===== src/rtl/pwg_pkg.sv =====
package pwg_pkg;
  typedef enum logic [1:0] {
    WAVE_SQUARE = 2'd0,
    WAVE_TRI    = 2'd1,
    WAVE_RAMP   = 2'd2,
    WAVE_ZERO   = 2'd3
  } wave_e;
endpackage


===== src/rtl/pwg_phase_acc.sv =====
module pwg_phase_acc #(
  parameter int ACC_W = 32
) (
  input  logic             clk,
  input  logic             rst_n,
  input  logic             step,
  input  logic [ACC_W-1:0] tune_word,
  output logic [ACC_W-1:0] acc_q
);
  // Wraps naturally modulo 2^ACC_W; never cleared except by reset.
  always_ff @(posedge clk) begin
    if (!rst_n)    acc_q <= '0;
    else if (step) acc_q <= acc_q + tune_word;
  end
endmodule


===== src/rtl/pwg_shaper.sv =====
module pwg_shaper
  import pwg_pkg::*;
#(
  parameter int PH_W  = 16,
  parameter int SMP_W = 14
) (
  input  logic [PH_W-1:0]         phase_in,
  input  logic [PH_W-1:0]         phase_ofs,
  input  logic [PH_W-1:0]         duty,
  input  logic [1:0]              wave_sel,
  output logic signed [SMP_W-1:0] sample
);
  localparam int RAMP_SH = PH_W - SMP_W;
  localparam int TRI_SH  = PH_W - 1 - SMP_W;
  localparam logic [SMP_W-1:0] SQ_HI = {1'b0, {(SMP_W-1){1'b1}}};
  localparam logic [SMP_W-1:0] SQ_LO = {1'b1, {(SMP_W-1){1'b0}}};

  logic [PH_W-1:0]  ph;
  logic [PH_W-2:0]  fold;
  logic [SMP_W-1:0] ramp_u, tri_u, sq_v;

  assign ph   = phase_in + phase_ofs;
  assign fold = ph[PH_W-1] ? ~ph[PH_W-2:0] : ph[PH_W-2:0];

  generate
    if (RAMP_SH > 0) begin : g_ramp_shift
      assign ramp_u = SMP_W'(ph >> RAMP_SH);
    end else begin : g_ramp_direct
      assign ramp_u = SMP_W'(ph);
    end
    if (TRI_SH > 0) begin : g_tri_shift
      assign tri_u = SMP_W'(fold >> TRI_SH);
    end else begin : g_tri_direct
      assign tri_u = SMP_W'(fold);
    end
  endgenerate

  assign sq_v = (ph < duty) ? SQ_HI : SQ_LO;

  always_comb begin
    unique case (wave_e'(wave_sel))
      WAVE_SQUARE: sample = sq_v;
      WAVE_TRI:    sample = {~tri_u[SMP_W-1], tri_u[SMP_W-2:0]};
      WAVE_RAMP:   sample = {~ramp_u[SMP_W-1], ramp_u[SMP_W-2:0]};
      default:     sample = '0;
    endcase
  end
endmodule


===== src/rtl/pwg_out_stage.sv =====
module pwg_out_stage #(
  parameter int SMP_W = 14
) (
  input  logic                    clk,
  input  logic                    rst_n,
  input  logic                    en,
  input  logic                    ready,
  input  logic signed [SMP_W-1:0] sample_in,
  output logic signed [SMP_W-1:0] data_q,
  output logic                    valid_q,
  output logic                    advance
);
  assign advance = en && (!valid_q || ready);

  always_ff @(posedge clk) begin
    if (!rst_n || !en) begin
      valid_q <= 1'b0;
      data_q  <= '0;
    end else if (advance) begin
      valid_q <= 1'b1;
      data_q  <= sample_in;
    end
  end
endmodule


===== src/rtl/phase_wave_gen.sv =====
module phase_wave_gen #(
  parameter int ACC_W = 32,
  parameter int PH_W  = 16,
  parameter int SMP_W = 14
) (
  input  logic                    clk,
  input  logic                    rst_n,
  input  logic                    en,
  input  logic [ACC_W-1:0]        tune_word,
  input  logic [PH_W-1:0]         phase_ofs,
  input  logic [PH_W-1:0]         duty,
  input  logic [1:0]              wave_sel,
  output logic signed [SMP_W-1:0] smp_data,
  output logic                    smp_valid,
  input  logic                    smp_ready
);
  logic [ACC_W-1:0]        acc_q;
  logic                    step;
  logic signed [SMP_W-1:0] shaped;

  pwg_phase_acc #(.ACC_W(ACC_W)) u_acc (
    .clk(clk), .rst_n(rst_n), .step(step),
    .tune_word(tune_word), .acc_q(acc_q)
  );

  pwg_shaper #(.PH_W(PH_W), .SMP_W(SMP_W)) u_shape (
    .phase_in(acc_q[ACC_W-1 -: PH_W]), .phase_ofs(phase_ofs),
    .duty(duty), .wave_sel(wave_sel), .sample(shaped)
  );

  pwg_out_stage #(.SMP_W(SMP_W)) u_out (
    .clk(clk), .rst_n(rst_n), .en(en), .ready(smp_ready),
    .sample_in(shaped), .data_q(smp_data), .valid_q(smp_valid),
    .advance(step)
  );
endmodule


===== config.mk =====
export PLATFORM = sky130hd
export DESIGN_NAME = phase_wave_gen
export DESIGN_NICKNAME = d
export VERILOG_FILES = /design/src/rtl/pwg_pkg.sv /design/src/rtl/pwg_phase_acc.sv /design/src/rtl/pwg_shaper.sv /design/src/rtl/pwg_out_stage.sv /design/src/rtl/phase_wave_gen.sv
export SDC_FILE = /design/constraint.sdc
export NUM_CORES = 1
export LEC_CHECK = 0
export CAP_MARGIN = 20
export CORE_ASPECT_RATIO = 0.7
export CORE_UTILIZATION = 40
export CTS_CLUSTER_SIZE = 16
export DETAILED_ROUTE_END_ITERATION = 10
export HOLD_SLACK_MARGIN = 0.08
export PLACE_DENSITY = 0.75
export SLEW_MARGIN = 20
export SYNTH_ARGS = -nofsm -noshare
export SYNTH_HDL_FRONTEND = slang
export SYNTH_SLANG_ARGS = --single-unit

===== constraint.sdc =====
create_clock -name clk -period 7.5 [get_ports clk]
set_clock_uncertainty 0.1 [all_clocks]
set_input_delay 1.5 -clock clk [delete_from_list [all_inputs] [get_ports clk]]
set_output_delay 1.5 -clock clk [all_outputs]
set_load 0.05 [all_outputs]

; ---- Yosys cells after proc, flatten, opt, wreduce, memory -nomap -nowiden
; Index checks and enable logic that the tools add are counted.
[totals]
register_bits = 47
in_bits = 70
word_cells = 21
[classes]
order_cmp = 1
n_eq_ne = 2
n_bitwise = 3
add_sub_neg = 2
n_mux = 3
n_reduce_logical = 7
[ops]
columns = operator, count
row1 = $pmux W14 S3, 1
row2 = $add A32 B32 Y32, 1
row3 = $add A16 B16 Y16, 1
row4 = $lt A16 B16 Y1, 1
row5 = $mux W15, 1
row6 = $not A15 Y15, 1
row7 = $mux W14, 1
row8 = $logic_not A1 Y1, 3
row9 = $eq A2 B1 Y1 const B, 1
row10 = $eq A2 B2 Y1 const B, 1
row11 = $logic_not A2 Y1, 1
row12 = $logic_or A1 B1 Y1, 2
row13 = $not A1 Y1, 2
row14 = $logic_and A1 B1 Y1, 1

; ---- Logic depth before layout (Yosys ltp)
[depth]
word_depth = 5
ltp_mapped = 17
ltp_nobuf = 17

; ---- By module
; A second synthesis with hierarchy kept.
[unflattened]
hier_cells = 660
hier_area_um2 = 5139.9
[modules_own_cells]
columns = module, cells_each, instances, area_each_um2
row1 = pwg_phase_acc, 370, 1, 2982.9
row2 = pwg_shaper, 225, 1, 1632.8
row3 = pwg_out_stage, 65, 1, 524.3

; ---- Worst setup path before layout
; Ideal clock, no wire load.
[synth_timing]
path_kind = input -> register
startpoint = input port phase_ofs[0]
endpoint = register u_out.data_q[13]
required_time_ns = 7.281
cell_stages = 16
n_path_buf = 0
path_slack_ns = 2.894
arrival_time_ns = 4.388
path_cell_list = ha_1 > inv_1 > fa_1 > nor2b_1 > o31a_1 > o2111ai_1 > nand3b_1 > a31oi_1 > xnor2_1 > ha_1 > a21o_1 > a211oi_1 > inv_1 > o21ai_1 > o21ai_0 > o221a_2
[synth_via]
elab_chain_len = 5
elab_cells_between_ends = 8
[synth_lines]
columns = item, line_no
row1 = from (decl), phase_wave_gen.sv:10  ; input logic [PH_W-1:0] phase_ofs,
row2 = $add A16 B16 Y16 (*), pwg_shaper.sv:22  ; assign ph = phase_in + phase_ofs;
row3 = "parallel branches: the longest is 3 deep, another holds $lt A16 B16 Y1", n/a
row4 = $pmux W14 S3 (*), pwg_shaper.sv:41  ; unique case (wave_e'(wave_sel))
row5 = to (signal assigned), pwg_out_stage.sv:21  ; data_q <= sample_in;
row6 = to (decl), pwg_out_stage.sv:9  ; output logic signed [SMP_W-1:0] data_q,
; Every way passes the cells marked *.
; A chain may end at the register's enable or synchronous reset.

; ---- Worst setup path after layout
; Same ends and word-level chain as after synthesis.

==> run metrics <==
Clk Latency, worst-skew pair 0.30 ns; first-pass GRT wire length 20600 um; Post-CTS Setup Bufs 0; syn_nets 723; pin count of the biggest net entering global routing 55; fin cells 823; Max transition margin 28.1%; clock sink count 47; total negative setup slack 0 ns; Netlist Area Pre-Place 4620 um2; hpwl dp 10000 um; count of boundary I/O pins 85; clk slew on worst S/H paths 0.07 ns; post-synth top area share 20.4%; initial drt markers 307; status finished, final reports clean; Peak VDD IR 0.104 mV; area delta synth->final 25.0%; CP arrival 5.46 ns; DRT Pass-1 Iters 4; CTS max path bufs 2; crit path launch type input pin; share of the yosys chip area belonging to registers 20.4%; dominant synthesized flop cell dfxtp_1; synth unique cells 69; RSZ-0062 raised after global routing no; initial antenna violation count 0; CP Capture Type flip-flop; count leader, synth nand2_1; IO Port Bufs 84; Max Fclk 186 MHz; # resized after CTS 0; CTS Hold Bufs 0; Setup CP Type input pin to flip-flop; vias 4600; ant diodes 0; via-per-instance ratio 5.59; Pins Over Slew Limit 0; H-tree level count 2; Max FO, Critical Path 7; Tightest Hold Check Type flip-flop to flip-flop; average size of a mapped cell 7.83 um2; Synth Warn # 0; pwr dens 189 nW/um2; asr flop ratio synth 0%; initial core utilization 41.5%; Final ANT Viol Nets 0; Die H 91.9 um; post-route clock period utilization 71.6%; Req. time, crit path 7.59 ns; ratio of cells with drive above 1 in the final layout 4.18%; Max-Cap Viols 0; Core Area 11100 um2; vias in the first global route 4255; Residual DRC 0; Worst-Margin Slew 1.07 ns; Post-synth EDFFs 0; CTS Root Cell clkbuf_16; number of fillers in the final layout 1059; cell count after synthesis 590; row count 32; grt ovf 0; flops & latches, synth 47; Final WS setup 2.13 ns; Post-synth top cells nand2_1, ha_1, o21ai_0; Synth area leader dfxtp_1; Place WS 1.89 ns; dpl cells 815; CTS tree built; die area 12000 um2; Min Clock Period, post-route 5.37 ns; CTS buffer count 5; GPL Wtd Cong 0.883; Chip Width 130 um; # setup viols final 0; Lkg Pwr 2.52 nW; Routed WL per cell 15.3 um; Routed Wire Length 12600 um; nets 802; synth top area cells dfxtp_1, ha_1, o21ai_0, nand2_1, a21oi_1; Final Hold Viols 0; total global-route track usage 21.7%
[metrics by stage]
| step | util [%] | cell area, um2 | hold WS, ns | total power [mW] |
|---|---|---|---|---|
| after floorplan | - | 4620 | 0.345 | 0.699 |
| after global placement | 50.4 | 5620 | 0.354 | 0.826 |
| after detailed placement | 50.4 | 5620 | 0.354 | 0.838 |
| after CTS | 51.9 | 5770 | 0.370 | 1.09 |
| after global routing | 51.9 | 5770 | 0.390 | 1.17 |
| final | 51.9 | 5770 | 0.368 | 1.09 |
[final cells by class]
type,count,area [um2],share of cell area [%]
multi-input cells,491,3480,60.2
flip-flops and latches,47,941,16.3
repair buffers,88,871,15.1
well taps,153,191,3.32
clock buffers,8,156,2.71
inverters,36,135,2.34
[cell families (layout without fill, tap and decap cells)]
| kind of cell | count (synthesis) | after routing | share of synthesized area (%) |
|---|---|---|---|
| AOI/OAI and AO/OA | 205 | 205 | 29.2 |
| and+or+nand+nor | 177 | 177 | 19.5 |
| adders and majority gates | 63 | 63 | 17.4 |
| buffers and inverters | 52 | 132 | 4.55 |
| DFF | 47 | 47 | 20.4 |
| xor gates and xnor gates | 44 | 44 | 8.51 |
| muxes | 2 | 2 | 0.434 |
[report_power, final]
group	switching, mW	internal (mW)
Sequential	0.0182	0.277
Combinational	0.300	0.247
Clock	0.104	0.142
Total	0.422	0.666
[critical path, cell delays in order]
cell and delay [ns]:
clkdlybuf4s50_1 0.46, ha_1 0.19, inv_1 0.06, fa_1 0.39, nor2b_1 0.17, o31a_1 0.19
o2111ai_1 0.18, nand3b_1 0.19, a31oi_1 0.11, xnor2_1 0.32, ha_1 0.32, a21o_1 0.16
a211oi_1 0.24, inv_1 0.09, o21ai_1 0.44, o21ai_0 0.17, o221a_2 0.27
[flip-flops by register name, indices dropped and copies added, names as in the netlist]
register	flops
u_acc.acc_q	32
u_out.data_q	14
u_out.valid_q	1
[layer usage]
metal	share of wire (%)	GRT usage (%)	vias up
li1	-	-	2326
met1	51	31.7	2120
met2	42	32.8	144
met3	6.0	4.03	10
met4	0.81	4.50	0
met5	0	0	-
[layout by cell type, fill, tap and decap left out, types with 6 or more instances in the layout]
cell,instances
clkdlybuf4s50_1,84
nand2_1,62
ha_1,61
o21ai_0,49
dfxtp_1,47
a21oi_1,46
inv_1,35
xnor2_1,25
nor2_1,23
a21o_1,21
xor2_1,18
and2_1,16
o211ai_1,13
nand3_1,10
nor3_1,10
a31oi_1,10
nand2b_1,10
and3_1,9
o21a_1,8
a211oi_1,8
a22oi_1,8
nor2b_1,7
nand4_1,6
[worst paths after layout]
check / startpoint / end / slack [ns] / cells past startpoint
max: phase_ofs[0] / u_out.data_q[13]$_SDFFE_PP0P_ / 2.13 / 17
min: u_acc.acc_q[2]$_SDFFE_PN0P_ / u_acc.acc_q[2]$_SDFFE_PN0P_ / 0.37 / 2
max reg2reg: u_acc.acc_q[16]$_SDFFE_PN0P_ / u_out.data_q[13]$_SDFFE_PP0P_ / 3.42 / 16
min reg2reg: u_acc.acc_q[2]$_SDFFE_PN0P_ / u_acc.acc_q[2]$_SDFFE_PN0P_ / 0.37 / 2
Note: power is estimated with default switching activity, not from simulation.
